`config.mk`:
```
export PLATFORM = sky130hd
export DESIGN_NAME = evt_timer
export DESIGN_NICKNAME = d
export VERILOG_FILES = /design/src/rtl/evt_pkg.sv /design/src/rtl/evt_counter.sv /design/src/rtl/evt_channel.sv /design/src/rtl/evt_rdmux.sv /design/src/rtl/evt_timer.sv
export SDC_FILE = /design/constraint.sdc
export NUM_CORES = 1
export LEC_CHECK = 0
export BUFFER_PORTS_ARGS = -buffer_cell sky130_fd_sc_hd__buf_2
export CORE_ASPECT_RATIO = 2
export CORE_MARGIN = 4
export CORE_UTILIZATION = 63
export DETAILED_ROUTE_END_ITERATION = 10
export PLACE_DENSITY = 0.91
export SYNTH_ARGS = -nofsm -noshare
export SYNTH_HDL_FRONTEND = slang
export SYNTH_SLANG_ARGS = --single-unit
```
`constraint.sdc`:
```
create_clock -name clk -period 5.1 [get_ports clk]
set_input_delay 1.275 -clock clk [delete_from_list [all_inputs] [get_ports clk]]
set_output_delay 1.275 -clock clk [all_outputs]
set_load 0.05 [all_outputs]
```
`src/rtl/evt_pkg.sv`:
```
package evt_pkg;
   localparam int unsigned DATA_W  = 32;
   localparam int unsigned CNT_W   = 2 * DATA_W;
   localparam int unsigned ROUTE_W = 5;

   // register byte offsets
   localparam int unsigned OFS_CAP_HI = 32'h004;
   localparam int unsigned OFS_GCFG   = 32'h010;
   localparam int unsigned OFS_STS    = 32'h020;
   localparam int unsigned OFS_CNT_LO = 32'h0F0;
   localparam int unsigned OFS_CNT_HI = 32'h0F4;
   localparam int unsigned OFS_CFG    = 32'h100;
   localparam int unsigned OFS_CMP_LO = 32'h108;
   localparam int unsigned OFS_CMP_HI = 32'h10C;

   // channel configuration bit positions
   localparam int unsigned BIT_LEVEL    = 1;
   localparam int unsigned BIT_INTEN    = 2;
   localparam int unsigned BIT_PER      = 3;
   localparam int unsigned BIT_VSET     = 6;
   localparam int unsigned BIT_M32      = 8;
   localparam int unsigned BIT_ROUTE_LO = 9;

   typedef struct packed {
      logic [ROUTE_W-1:0] route;
      logic               mode32;
      logic               valset;
      logic               periodic;
      logic               int_en;
      logic               level;
   } chan_cfg_t;
endpackage

```
`src/rtl/evt_counter.sv`:
```
module evt_counter import evt_pkg::*; (
   input  logic             clk,
   input  logic             rst_n,
   input  logic             run,
   input  logic             wr_lo,
   input  logic             wr_hi,
   input  logic [DATA_W-1:0] wdata,
   output logic [CNT_W-1:0]  cnt
);
   localparam int unsigned HALF = CNT_W / 2;

   always_ff @(posedge clk or negedge rst_n) begin
      if (!rst_n) begin
         cnt <= '0;
      end else if (run) begin
         cnt <= cnt + CNT_W'(1);
      end else begin
         if (wr_lo) cnt[HALF-1:0]     <= wdata;
         if (wr_hi) cnt[CNT_W-1:HALF] <= wdata;
      end
   end
endmodule

```
`src/rtl/evt_channel.sv`:
```
module evt_channel import evt_pkg::*; #(
   parameter bit                 HAS_PERIODIC = 1'b1,
   parameter logic [ROUTE_W-1:0] RESET_ROUTE  = '0
) (
   input  logic              clk,
   input  logic              rst_n,
   input  logic              gen_en,
   input  logic [CNT_W-1:0]  cnt,
   input  logic [DATA_W-1:0] wdata,
   input  logic              cfg_wr,
   input  logic              cmp_wr_lo,
   input  logic              cmp_wr_hi,
   input  logic              sts_clr,
   output chan_cfg_t         cfg,
   output logic [CNT_W-1:0]  cmp,
   output logic              sts,
   output logic              irq_out
);
   localparam int unsigned HALF = CNT_W / 2;

   logic [CNT_W-1:0] period;
   logic             eq, hit, load_per, pulse;

   assign eq       = cfg.mode32 ? (cnt[HALF-1:0] == cmp[HALF-1:0]) : (cnt == cmp);
   assign hit      = gen_en & cfg.int_en & eq;
   assign load_per = cfg.periodic & cfg.valset;

   generate
      if (HAS_PERIODIC) begin : g_period
         always_ff @(posedge clk or negedge rst_n) begin
            if (!rst_n) begin
               period <= '0;
            end else begin
               if (cmp_wr_lo && load_per) period[HALF-1:0]     <= wdata;
               if (cmp_wr_hi && load_per) period[CNT_W-1:HALF] <= wdata;
            end
         end
      end else begin : g_no_period
         assign period = '0;
      end
   endgenerate

   always_ff @(posedge clk or negedge rst_n) begin
      if (!rst_n) begin
         cfg       <= '0;
         cfg.route <= RESET_ROUTE;
      end else begin
         if (cmp_wr_hi) cfg.valset <= 1'b0;
         if (cfg_wr) begin
            cfg.level    <= wdata[BIT_LEVEL];
            cfg.int_en   <= wdata[BIT_INTEN];
            cfg.periodic <= HAS_PERIODIC && wdata[BIT_PER];
            cfg.valset   <= wdata[BIT_VSET];
            cfg.mode32   <= wdata[BIT_M32];
            cfg.route    <= wdata[BIT_ROUTE_LO +: ROUTE_W];
         end
      end
   end

   always_ff @(posedge clk or negedge rst_n) begin
      if (!rst_n) begin
         cmp <= '1;
      end else if (cmp_wr_lo || cmp_wr_hi) begin
         if (cmp_wr_lo) cmp[HALF-1:0]     <= wdata;
         if (cmp_wr_hi) cmp[CNT_W-1:HALF] <= wdata;
      end else if (hit && cfg.periodic) begin
         cmp <= cmp + period;
      end
   end

   always_ff @(posedge clk or negedge rst_n) begin
      if (!rst_n) begin
         sts   <= 1'b0;
         pulse <= 1'b0;
      end else begin
         if (hit && cfg.level) sts <= 1'b1;
         else if (sts_clr)     sts <= 1'b0;
         pulse <= hit & ~cfg.level;
      end
   end

   assign irq_out = cfg.level ? sts : pulse;
endmodule

```
`src/rtl/evt_rdmux.sv`:
```
module evt_rdmux import evt_pkg::*; #(
   parameter int unsigned ADDR_W    = 12,
   parameter logic [31:0] PERIOD_FS = 32'd10_000_000
) (
   input  logic [ADDR_W-1:0] bus_addr,
   input  logic              gen_en,
   input  logic              legacy,
   input  logic              sts,
   input  logic [CNT_W-1:0]  cnt,
   input  chan_cfg_t         cfg,
   input  logic [CNT_W-1:0]  cmp,
   output logic [DATA_W-1:0] rdata
);
   localparam int unsigned HALF = CNT_W / 2;
   localparam logic [ADDR_W-1:0] A_CAP_HI = ADDR_W'(OFS_CAP_HI);
   localparam logic [ADDR_W-1:0] A_GCFG   = ADDR_W'(OFS_GCFG);
   localparam logic [ADDR_W-1:0] A_STS    = ADDR_W'(OFS_STS);
   localparam logic [ADDR_W-1:0] A_CNT_LO = ADDR_W'(OFS_CNT_LO);
   localparam logic [ADDR_W-1:0] A_CNT_HI = ADDR_W'(OFS_CNT_HI);
   localparam logic [ADDR_W-1:0] A_CFG    = ADDR_W'(OFS_CFG);
   localparam logic [ADDR_W-1:0] A_CMP_LO = ADDR_W'(OFS_CMP_LO);
   localparam logic [ADDR_W-1:0] A_CMP_HI = ADDR_W'(OFS_CMP_HI);

   always_comb begin
      rdata = '0;
      case (bus_addr)
         A_CAP_HI: rdata = PERIOD_FS;
         A_GCFG:   rdata[1:0] = {legacy, gen_en};
         A_STS:    rdata[0] = sts;
         A_CNT_LO: rdata = cnt[HALF-1:0];
         A_CNT_HI: rdata = cnt[CNT_W-1:HALF];
         A_CFG: begin
            rdata[BIT_LEVEL] = cfg.level;
            rdata[BIT_INTEN] = cfg.int_en;
            rdata[BIT_PER]   = cfg.periodic;
            rdata[BIT_VSET]  = cfg.valset;
            rdata[BIT_M32]   = cfg.mode32;
            rdata[BIT_ROUTE_LO +: ROUTE_W] = cfg.route;
         end
         A_CMP_LO: rdata = cmp[HALF-1:0];
         A_CMP_HI: rdata = cmp[CNT_W-1:HALF];
         default:  rdata = '0;
      endcase
   end
endmodule

```
`src/rtl/evt_timer.sv`:
```
module evt_timer import evt_pkg::*; #(
   parameter int unsigned        ADDR_W       = 12,
   parameter logic [31:0]        PERIOD_FS    = 32'd10_000_000,
   parameter bit                 HAS_PERIODIC = 1'b1,
   parameter logic [ROUTE_W-1:0] RESET_ROUTE  = '0
) (
   input  logic              clk,
   input  logic              rst_n,
   input  logic [ADDR_W-1:0] bus_addr,
   input  logic [31:0]       bus_wdata,
   input  logic              bus_we,
   output logic [31:0]       bus_rdata,
   output logic              irq_out
);
   generate
      if (ADDR_W < 9 || ADDR_W > 16) begin : g_bad_addr
         $error("evt_timer: ADDR_W must lie in 9..16");
      end
      if (PERIOD_FS == 32'd0) begin : g_bad_period
         $error("evt_timer: PERIOD_FS must be nonzero");
      end
   endgenerate

   logic gen_en, legacy, sts;
   logic cnt_wr_lo, cnt_wr_hi, cfg_wr, cmp_wr_lo, cmp_wr_hi, sts_clr, gcfg_wr;
   logic [CNT_W-1:0] cnt, cmp;
   chan_cfg_t cfg;

   assign gcfg_wr   = bus_we && (bus_addr == ADDR_W'(OFS_GCFG));
   assign sts_clr   = bus_we && (bus_addr == ADDR_W'(OFS_STS)) && bus_wdata[0];
   assign cnt_wr_lo = bus_we && (bus_addr == ADDR_W'(OFS_CNT_LO));
   assign cnt_wr_hi = bus_we && (bus_addr == ADDR_W'(OFS_CNT_HI));
   assign cfg_wr    = bus_we && (bus_addr == ADDR_W'(OFS_CFG));
   assign cmp_wr_lo = bus_we && (bus_addr == ADDR_W'(OFS_CMP_LO));
   assign cmp_wr_hi = bus_we && (bus_addr == ADDR_W'(OFS_CMP_HI));

   always_ff @(posedge clk or negedge rst_n) begin
      if (!rst_n) begin
         gen_en <= 1'b0;
         legacy <= 1'b0;
      end else if (gcfg_wr) begin
         gen_en <= bus_wdata[0];
         legacy <= bus_wdata[1];
      end
   end

   evt_counter u_counter (
      .clk   (clk),
      .rst_n (rst_n),
      .run   (gen_en),
      .wr_lo (cnt_wr_lo),
      .wr_hi (cnt_wr_hi),
      .wdata (bus_wdata),
      .cnt   (cnt)
   );

   evt_channel #(
      .HAS_PERIODIC (HAS_PERIODIC),
      .RESET_ROUTE  (RESET_ROUTE)
   ) u_channel (
      .clk       (clk),
      .rst_n     (rst_n),
      .gen_en    (gen_en),
      .cnt       (cnt),
      .wdata     (bus_wdata),
      .cfg_wr    (cfg_wr),
      .cmp_wr_lo (cmp_wr_lo),
      .cmp_wr_hi (cmp_wr_hi),
      .sts_clr   (sts_clr),
      .cfg       (cfg),
      .cmp       (cmp),
      .sts       (sts),
      .irq_out   (irq_out)
   );

   evt_rdmux #(
      .ADDR_W    (ADDR_W),
      .PERIOD_FS (PERIOD_FS)
   ) u_rdmux (
      .bus_addr (bus_addr),
      .gen_en   (gen_en),
      .legacy   (legacy),
      .sts      (sts),
      .cnt      (cnt),
      .cfg      (cfg),
      .cmp      (cmp),
      .rdata    (bus_rdata)
   );
endmodule

```
---- After elaboration in Yosys (flattened, before gate mapping) ----
Index checks and enable logic that the tools add are counted.
Widths: inputs -> output; s select.
storage, ports and cells
  memory bits (read-only) ................. 0
  latch bits .............................. 0
  memory bits (writable) .................. 0
  word-level logic and storage cells ...... 76
  memories kept ........................... 0
  register bits ........................... 206
  output and inout bits ................... 33
cells by class
  bitwise gates (word level) .............. 5
  equality and inequality tests ........... 12
  magnitude comparators ................... 0
  add/subtract/negate cells ............... 2
  muxes and demuxes ....................... 21
  shifts and indexed selects .............. 0
  divide/modulo/power cells ............... 0
  multipliers ............................. 0
  reduce and logical (&&, ||, !) cells .... 20
operators with widths
  operator               count
  $mux 64                3
  $mux 32                4
  $pmux 18 s5            1
  $add 64x1->64 const B  1
  $add 64x64->64         1
  $eq 64x64->1           1
  $eq 12x9->1 const B    3
  $pmux 6 s6             1
  $eq 32x32->1           1
  $eq 12x8->1 const B    2
  $eq 12x3->1 const B    1
  $eq 12x5->1 const B    1
  $eq 12x6->1 const B    1
  $logic_and 1x1->1      12
  $pmux 1 s6             2
  $pmux 1 s5             2
  $pmux 2 s5             1
  $reduce_bool 2->1      5
  $pmux 2 s4             1
  $mux 1                 5
  $and 1x1->1            4
  $mux 4                 1
  $ne 2x1->1 const B     2
  $reduce_and 2->1       2
  other kinds (2)        2

---- Depth between registers and ports, before layout ----
Gate-level depths: netlist of run 1.
  depth in word-level cells ............... 6
  mapped depth ............................ 14
  gate-level depth less buffers ........... 12

---- Modules after synthesis ----
From an unflattened synthesis of run 1, not the netlist that was laid out.
second synthesis, totals
  cell total of the unflattened synthesis .. 1,821
  area total of the unflattened synthesis .. 15,861.5 um^2
by module, submodules not included
  module       cells each  times used  area an instance (um^2)
  evt_channel  1,111       1           10,181.0
  evt_counter  513         1           4,152.7
  evt_rdmux    172         1           1,323.8
  evt_timer    25          1           203.9

---- Worst setup path before layout of run 1 ----
OpenSTA, ideal clock, no wires.
  kind .................................... input to output
  from .................................... in bus_addr[11]
  to ...................................... out bus_rdata[1]
  required time ........................... 3.825 ns
  arrival ................................. 3.407 ns
  setup slack ............................. 0.418 ns
  cell stages on the path ................. 7
  cells stage by stage .................... or4_1 > nor4_2 > and3_1 > clkbuf_1 > clkbuf_1 > a22oi_1 > nand3_1
on the way
  longest elaborated chain between the ends .. 2
RTL lines
  item                                 RTL line         RTL
  start: declaration                   evt_timer.sv:9   input logic [ADDR_W-1:0] bus_addr,
  $eq 12x9->1 (tied with other cells)  evt_rdmux.sv:26  case (bus_addr)
  $pmux 1 s6 (*)                       evt_rdmux.sv:26
  end: declaration                     evt_timer.sv:12  output logic [31:0] bus_rdata,
Mark *: on every way between the ends. The rest lies on a longest branch, timed or not.

---- Worst setup path after layout of run 1 ----
  from .................................... in bus_addr[11]
  to ...................................... out bus_rdata[10]
on the way
  longest elaborated chain between the ends .. 2
RTL lines
  item                                 RTL line
  $eq 12x9->1 (tied with other cells)  evt_rdmux.sv:26
  $pmux 6 s6 (*)                       evt_rdmux.sv:26
Marked as above.

==> reports/qor.yml, run 1 <==
run_status:
  outcome: "finished clean"
yosys:
  netlist_area_sq_mm: 0.0155
  yosys.area.top_type: "dfrtp_1"
  ys_top_cells_by_count: "176 x nor2_1, 168 x a21oi_1, 168 x nand2_1"
  ys_ff_latch: 206
  synthFlopType: "dfrtp_1"
  synth_top_cell_area_share_pct: 23.0
  syn-num-nets: 1892
  synth_cell_types: 80
  synth.most_common_cell: "nor2_1"
  yosysSeqAreaShare_pct: 33.8
  ys_top_cells_by_area: "dfrtp_1 23%, dfstp_2 11%, mux2_2 5.6%"
  syn_avg_cell_area_sq_um: 8.69
  synth_enable_flop_cells: 0
  syn_inst: 1780
  yosys_warnings: 0
  async_flop_share_pct: 100
timing:
  fin_setup_tns_ns: 0
  fin_skew_ns: 0.0254
  hold_viol: 0
  min_period_ns: 4.81
  finalCritPeriodShare_pct: 94.3
  slew_headroom_pct: 18.8
  holdWs_ns: 0.510
  fmax_mhz: 208
  drv_slew: 0
  tightest_slew_ns: 1.21
  rsz0062_at_grt: "no"
  setup_viol_count_final: 0
detailed_routing:
  drt-vias-per-instance: 7.26
  ant_nets: 0
  dr_wl_met2_microns: 28100
  drtIter0Drc: 2248
  avgRoutedWirePerCell_microns: 27.7
  drc_errors: 0
  drt-total-wl_microns: 57900
  wl_met3_microns: 4640
  dr.pass1.iters: 8
  top_layer_used: "met4"
  wl_met1_microns: 19200
  vias: 15187
worst_setup_path:
  slowest_stage: "or4_1"
  crit_chain: "buf_2, or4_1, nor4_2, buf_4, nand4_1, o211ai_1, a221o_1, buf_2"
  worstPathArrival_ns: 3.53
  critical_path_class: "input pin to primary output"
  worst_setup_path_start_kind: "input pin"
  worstPathRequired_ns: 3.83
  cpMostUsedCell: "buf_2"
  r2r_cells: 13
  critical_path_peak_fanout: 8
  slowest_delay_ns: 0.58
  end_kind: "primary output"
worst_hold_path:
  holdCritPathClass: "flop to flop"
  hold_depth: 1
grt:
  grt_pass1_wl_microns: 86800
  antenna_found_initial: 0
  grt_use_total_pct: 41.4
  overflow: 0
  grt_pass1_vias: 14833
  grt_max_degree: 96
cells_and_area:
  drive_gt1_share_pct: 17.8
  nFillCells: 1925
  synthToLayoutAreaGrowth_pct: 8.08
  final_nets: 1903
  diodes: 0
placement:
  portBuffers: 79
  gp_congestion: 1.02
  hpwl_microns: 43000
floorplan:
  placeableCoreArea_sq_mm: 0.0240
  rows: 80
  io_pins: 80
  die_x_microns: 119
  die_h_microns: 230
  die-area_sq_mm: 0.0273
  initial_core_util_pct: 64.4
cts:
  clkTransAtPathRegs_ns: 0.07
  cts_tree: "yes"
  holdBufCountCts: 0
  clockBufferDepth: 3
  cts_sinks: 206
  htree_num_levels: 1
  root_buffer: "clkbuf_16"
  worstSkewPairLatency_ns: 0.55
  cts_setup_buffers: 0
  cts_buffers: 21
  post_cts_resized: 0
power:
  leakage_nw: 7.59
  max-vdd-ir-drop_mv: 0.258
  power_w: 0.00377
  power_density_mw_per_mm2: 225
flow_run:
  maxCapViolations: 0
## where the power goes
part           leakage, nW  switching, W  total [W]  internal, W
Combinational         4.70      0.000200   0.000312     0.000112
Sequential            2.54      0.000120    0.00181      0.00169
Clock                0.345      0.000712    0.00165     0.000936
Total                 7.59       0.00103    0.00377      0.00273
## logic make-up after synthesis
family,Yosys count,synth area share [%]
fa+ha+maj,65,5.30
flops,206,33.8
mux,132,9.16
compound gates,505,21.4
buf+inv,138,3.66
simple gates,596,18.8
xor+xnor,138,7.86
## critical path, delay by kind of cell
family | cells | cell delay, ns
AO/OA/AOI/OAI | 2 | 0.42
buffers and inverters | 3 | 0.56
AND/OR/NAND/NOR | 3 | 1.28
## per-layer routing
metal / global-route usage, % / vias up
li1: - / 6566
met1: 45.1 / 7304
met2: 70.1 / 963
met3: 6.37 / 354
met4: 33.8 / 0
met5: 0 / -
## final timing paths
check / start / end / slack [ns]
setup / recovery: bus_addr[11] / bus_rdata[10] / 0.29
hold / removal: u_channel.cfg[9] / u_channel.cfg[9] / 0.51
setup reg to reg: u_channel.cmp[0] / u_channel.cmp[54] / 0.76
hold reg to reg: u_channel.cfg[9] / u_channel.cfg[9] / 0.51
max in group asynchronous: rst_n / u_channel.cmp[46] / 3.33
min in group asynchronous: rst_n / u_channel.period[26] / 0.74
## per-stage QoR
stage          setup slack (ns)  util (%)  instance area, sq um  instances
2_1_floorplan             0.418         -                 15500       1780
3_3_place_gp              0.465      66.7                 16000       2055
3_5_place_dp              0.379      66.7                 16000       2055
5_1_grt                  0.0951      69.6                 16700       2093
6_report                  0.291      69.6                 16700       2093
4_1_cts                   0.378      69.6                 16700       2093
## registers in the layout, indices dropped and copies added, names as in the netlist
name,cells
u_channel.pulse,1
u_counter.cnt,64
u_channel.cmp,64
u_channel.cfg,10
u_channel.sts,1
legacy,1
gen_en,1
u_channel.period,64
## cell type report
cell class | instances | area (sq um) | area share (%)
Sequential cell | 206 | 5240 | 31.3
Clock inverter | 7 | 91.3 | 0.546
Tap cell | 287 | 359 | 2.15
Multi-Input combinational cell | 1436 | 9700 | 58.0
Inverter | 22 | 82.6 | 0.494
Clock buffer | 31 | 613 | 3.67
Timing Repair Buffer | 104 | 642 | 3.84
## cells in the final DEF, fill, tap and decap left out, types with 14 or more instances in the layout
cell       count
nor2_1       175
nand2_1      168
a21oi_1      167
dfrtp_1      141
o21ai_0       93
xnor2_1       87
buf_2         78
mux2_2        77
ha_1          64
dfstp_2       64
nand3_1       62
mux2i_1       55
xor2_1        50
nand4_1       42
and3_1        38
a221o_1       32
a21o_1        32
inv_1         22
a31oi_1       21
o21a_1        21
clkbuf_16     21
buf_4         21
o21bai_1      20
o22ai_1       19
nor3_1        18
a211oi_1      14
(Power assumes the default switching activity.)
==> run 2, diff against run 1 <==
--- a/config.mk
+++ b/config.mk
@@ -5,7 +5,7 @@
 export SDC_FILE = /design/constraint.sdc
 export NUM_CORES = 1
 export LEC_CHECK = 0
-export BUFFER_PORTS_ARGS = -buffer_cell sky130_fd_sc_hd__buf_2
+export BUFFER_PORTS_ARGS = -buffer_cell sky130_fd_sc_hd__buf_4
 export CORE_ASPECT_RATIO = 2
 export CORE_MARGIN = 4
 export CORE_UTILIZATION = 63
==> reports/qor.yml, run 2 (synthesis gave the netlist of run 1 again) <==
run_status:
  outcome: "finished clean"
detailed_routing:
  avgRoutedWirePerCell_microns: 26.3
  drtIter0Drc: 1806
  ant_nets: 0
  drt-vias-per-instance: 7.15
  vias: 14938
  drc_errors: 0
  drt-total-wl_microns: 54900
  dr.pass1.iters: 6
cts:
  htree_num_levels: 1
  root_buffer: "clkbuf_16"
  cts_setup_buffers: 0
  cts_buffers: 21
  worstSkewPairLatency_ns: 0.53
  clkTransAtPathRegs_ns: 0.06
  holdBufCountCts: 0
  clockBufferDepth: 3
  cts_sinks: 206
  cts_tree: "yes"
  post_cts_resized: 0
floorplan:
  die_h_microns: 230
  die_x_microns: 119
  initial_core_util_pct: 64.4
  io_pins: 80
  rows: 80
  placeableCoreArea_sq_mm: 0.0240
  die-area_sq_mm: 0.0273
grt:
  antenna_found_initial: 0
  grt_pass1_vias: 14734
  grt_max_degree: 96
  grt_use_total_pct: 39.3
  grt_pass1_wl_microns: 83300
  overflow: 0
power:
  max-vdd-ir-drop_mv: 0.267
  power_density_mw_per_mm2: 218
  leakage_nw: 7.56
timing:
  min_period_ns: 4.95
  drv_slew: 0
  fin_skew_ns: 0.0118
  slew_headroom_pct: 18.6
  hold_viol: 0
  setup_viol_count_final: 0
  tightest_slew_ns: 1.22
  fin_setup_tns_ns: 0
  fmax_mhz: 202
  rsz0062_at_grt: "no"
  finalCritPeriodShare_pct: 97.2
placement:
  portBuffers: 79
  hpwl_microns: 41000
  placed_cell_area_sq_mm: 0.0162
  gp_congestion: 1.03
cells_and_area:
  synthToLayoutAreaGrowth_pct: 8.74
  stdcell_area_sq_mm: 0.0168
  nFillCells: 1919
  mostFrequentLayoutCells: "175 x nor2_1, 168 x nand2_1, 168 x a21oi_1, 141 x dfrtp_1, 95 x buf_4"
  final_nets: 1898
  final_common_cell: "nor2_1"
  reg_top3: "u_channel.cmp x64, u_channel.period x64, u_counter.cnt x64"
  drive_gt1_share_pct: 17.5
worst_hold_path:
  holdCritPathClass: "flop to flop"
worst_setup_path:
  worstPathArrival_ns: 3.68
  worst_setup_path_start_kind: "input pin"
  critical_path_peak_fanout: 8
  end_kind: "primary output"
  critical_path_class: "input pin to primary output"
  slowest_stage: "nand4_1"
  ff2ff_setup_slack_ns: 0.77
  crit_chain: "buf_4, or4_1, nor4_2, nand4_1, o211ai_1, a221o_1, buf_4"
  crit_path_start: "bus_addr[11]"
  worstReg2RegStart: "u_channel.cmp[0]"
  r2r_cells: 12
  cpMostUsedCell: "buf_4"
  reg2reg_to: "u_channel.cmp[54]"
  worstPathRequired_ns: 3.83
  crit_end: "bus_rdata[10]"
  slowest_delay_ns: 0.61
flow_run:
  maxCapViolations: 0
[run 2: cell types whose count changed in the layout (fill, tap and decap cells not counted), sizes merged]
cell | previous run | this run
buf | 103 | 98
clkbuf | 32 | 29
clkinv | 3 | 5
clkinvlp | 1 | 3
bufinv | 2 | 1
diode | 0 | 1
inv | 23 | 22
[run 2: layout make-up]
type | instances | area (sq um) | share of cell area (%)
multi-input combinational | 1436 | 9690 | 57.6
sequential | 206 | 5240 | 31.1
inverter | 22 | 82.6 | 0.491
clock inverter | 9 | 81.3 | 0.483
timing repair buffer | 99 | 787 | 4.68
antenna | 1 | 2.50 | 0.0149
clock buffer | 28 | 582 | 3.46
tap | 287 | 359 | 2.13
[run 2: worst min-delay path by stage]
| stage | startpoint | to | slack (ns) | cells after the start |
|---|---|---|---|---|
| 2_1_floorplan | u_channel.period[38] | u_channel.period[38] | 0.45 | 2 |
| 3_3_place_gp | u_channel.period[38] | u_channel.period[38] | 0.47 | 2 |
| 3_5_place_dp | u_channel.cfg[9] | u_channel.cfg[9] | 0.49 | 1 |
| 4_1_cts | u_channel.cfg[9] | u_channel.cfg[9] | 0.51 | 1 |
| 5_1_grt | u_channel.period[42] | u_channel.period[42] | 0.52 | 1 |
| 6_report | u_channel.period[42] | u_channel.period[42] | 0.51 | 1 |
[run 2: metal layers]
metal | GRT usage [%] | vias to the layer above | wire length, microns
li1 | - | 6547 | -
met1 | 43.5 | 7129 | 18400
met2 | 66.3 | 942 | 26700
met3 | 5.01 | 320 | 4250
met4 | 32.6 | 0 | 5510
met5 | 0 | - | 0
[run 2: stage by stage]
step	std cells	hold slack (ns)	power, W	util, %	setup WS, ns
floorplan	1780	0.454	0.00195	-	0.418
global route	2087	0.519	0.00377	70.0	0.151
CTS	2087	0.510	0.00366	70.0	0.221
detailed placement	2050	0.495	0.00213	67.3	0.222
finish	2088	0.514	0.00367	70.0	0.145
global placement	2050	0.475	0.00212	67.3	0.322
[run 2: worst max-delay path, delay by kind of cell]
kind	cells	cell delay [ns]
simple gates	3	1.63
buf+inv	2	0.31
compound gates	2	0.46
[run 2: power by group]
group          leakage [nW]  switching (W)  total, W  internal (W)
clock                 0.319       0.000698   0.00155      0.000856
combinational          4.70       0.000197  0.000319      0.000122
sequential             2.54       0.000114   0.00180       0.00169
total                  7.56        0.00101   0.00367       0.00266
==> run 3, diff against run 2 <==
==> constraint.sdc (replaced) <==
create_clock -name clk -period 4.6 [get_ports clk]
set_input_delay 1.15 -clock clk [delete_from_list [all_inputs] [get_ports clk]]
set_output_delay 1.15 -clock clk [all_outputs]
set_load 0.05 [all_outputs]
==> reports/qor.yml, run 3 (synthesis gave the netlist of run 1 again) <==
run_status:
  outcome: "finished clean"
grt:
  grt_pass1_vias: 15100
  overflow: 0
  grt_pass1_wl_microns: 87000
  antenna_found_initial: 1
  grt_use_total_pct: 41.3
  grt_max_degree: 98
worst_hold_path:
  holdCritPathClass: "flop to flop"
placement:
  dpl.cell_count: 2071
  portBuffers: 79
  gp_congestion: 1.01
  hpwl_microns: 43300
worst_setup_path:
  cp.buffers_inverters: 3
  cp_top_family: "simple AND/OR/NAND/NOR gates"
  crit_path_start: "bus_addr[11]"
  ff2ff_setup_slack_ns: 0.51
  critical_path_depth: 8
  critical_path_class: "input pin to primary output"
  worstPathRequired_ns: 3.45
  slowest_delay_ns: 0.58
  reg2reg_to: "u_channel.cmp[63]"
  worstReg2RegStart: "u_channel.cmp[8]"
  end_kind: "primary output"
  worstPathArrival_ns: 3.30
  crit_end: "bus_rdata[10]"
  critical_path_peak_fanout: 32
  slowest_stage: "or4_1"
  worst_setup_path_start_kind: "input pin"
  cpMostUsedCell: "buf_4"
  crit_chain: "buf_4, or4_1, nor4bb_1, nand2_1, buf_4, o211ai_1, a221o_1, buf_4"
  r2r_cells: 11
timing:
  setup_viol_count_final: 0
  drv_slew: 0
  tightest_slew_ns: 0.760
  finalCritPeriodShare_pct: 96.8
  holdWs_ns: 0.513
  slew_headroom_pct: 48.7
  hold_viol: 0
  fin_skew_ns: 0.0140
  rsz0062_at_grt: "no"
  fin_setup_tns_ns: 0
  min_period_ns: 4.45
  fmax_mhz: 225
detailed_routing:
  drt-vias-per-instance: 7.11
  vias: 14981
  drtIter0Drc: 1740
  dr.pass1.iters: 7
  drt-total-wl_microns: 57500
  avgRoutedWirePerCell_microns: 27.3
  ant_nets: 0
  drc_errors: 0
cts:
  clkTransAtPathRegs_ns: 0.06
  worstSkewPairLatency_ns: 0.53
  htree_num_levels: 1
  cts_tree: "yes"
  cts_sinks: 206
  cts_setup_buffers: 0
  holdBufCountCts: 0
  cts_buffers: 21
  post_cts_resized: 0
  clockBufferDepth: 3
  root_buffer: "clkbuf_16"
floorplan:
  initial_core_util_pct: 64.4
  placeableCoreArea_sq_mm: 0.0240
  io_pins: 80
  rows: 80
  die_x_microns: 119
  die-area_sq_mm: 0.0273
  die_h_microns: 230
power:
  p_int_w: 0.00307
  seq_power_share_pct: 47.7
  leakage_nw: 7.71
  p_switching_w: 0.00113
  power_frac_comb_pct: 8.5
  power.share.clock_pct: 43.8
  power_density_mw_per_mm2: 246
  max-vdd-ir-drop_mv: 0.333
  power_w: 0.00420
  sw_frac_of_total_pct: 26.9
cells_and_area:
  synthToLayoutAreaGrowth_pct: 10.2
  final_common_cell: "nor2_1"
  reg_top3: "u_channel.cmp x64, u_channel.period x64, u_counter.cnt x64"
  fin_cells: 2107
  final_nets: 1919
  mostFrequentLayoutCells: "175 x nor2_1, 168 x nand2_1, 168 x a21oi_1, 141 x dfrtp_1, 115 x buf_4"
  diodes: 0
  drive_gt1_share_pct: 18.6
  final_util_pct: 71.0
flow_run:
  maxCapViolations: 0
run 3: worst min path at each step:
stage	startpoint	to	slack [ns]	cells after the start
2_1_floorplan	u_channel.period[38]	u_channel.period[38]	0.45	2
3_3_place_gp	u_channel.period[38]	u_channel.period[38]	0.49	2
3_5_place_dp	legacy	legacy	0.50	1
4_1_cts	legacy	legacy	0.52	1
5_1_grt	legacy	legacy	0.53	1
6_report	u_channel.period[57]	u_channel.period[57]	0.51	1
run 3: power by group through the flow:
stage	registers (W)	clock network [W]	logic, W
6_report	0.00200	0.00184	0.000356
3_5_place_dp	0.00203	0	0.000346
5_1_grt	0.00201	0.00192	0.000375
2_1_floorplan	0.00195	0	0.000207
3_3_place_gp	0.00202	0	0.000342
4_1_cts	0.00200	0.00185	0.000349
run 3: through the flow:
step | instance area, sq um | worst slack [ns]
3_3_place_gp | 16300 | 0.252
5_1_grt | 17000 | 0.0399
6_report | 17000 | 0.148
4_1_cts | 17000 | 0.194
3_5_place_dp | 16300 | 0.192
2_1_floorplan | 15500 | 0.168
run 3: layout make-up:
type | instances | area, sq um
clock buffers | 27 | 621
clock inverters | 9 | 98.8
fillers | 1958 | 6970
inverters | 22 | 82.6
multi-input cells | 1436 | 9690
flip-flops and latches | 206 | 5240
well taps | 287 | 359
repair buffers | 120 | 957
run 3: layer usage:
metal,wire length (microns),part of all wire [%],track usage [%]
met1,19100,33,44.7
met5,0,0,0
met3,4040,7.0,5.33
met2,28000,49,70.1
met4,6410,11,36.1
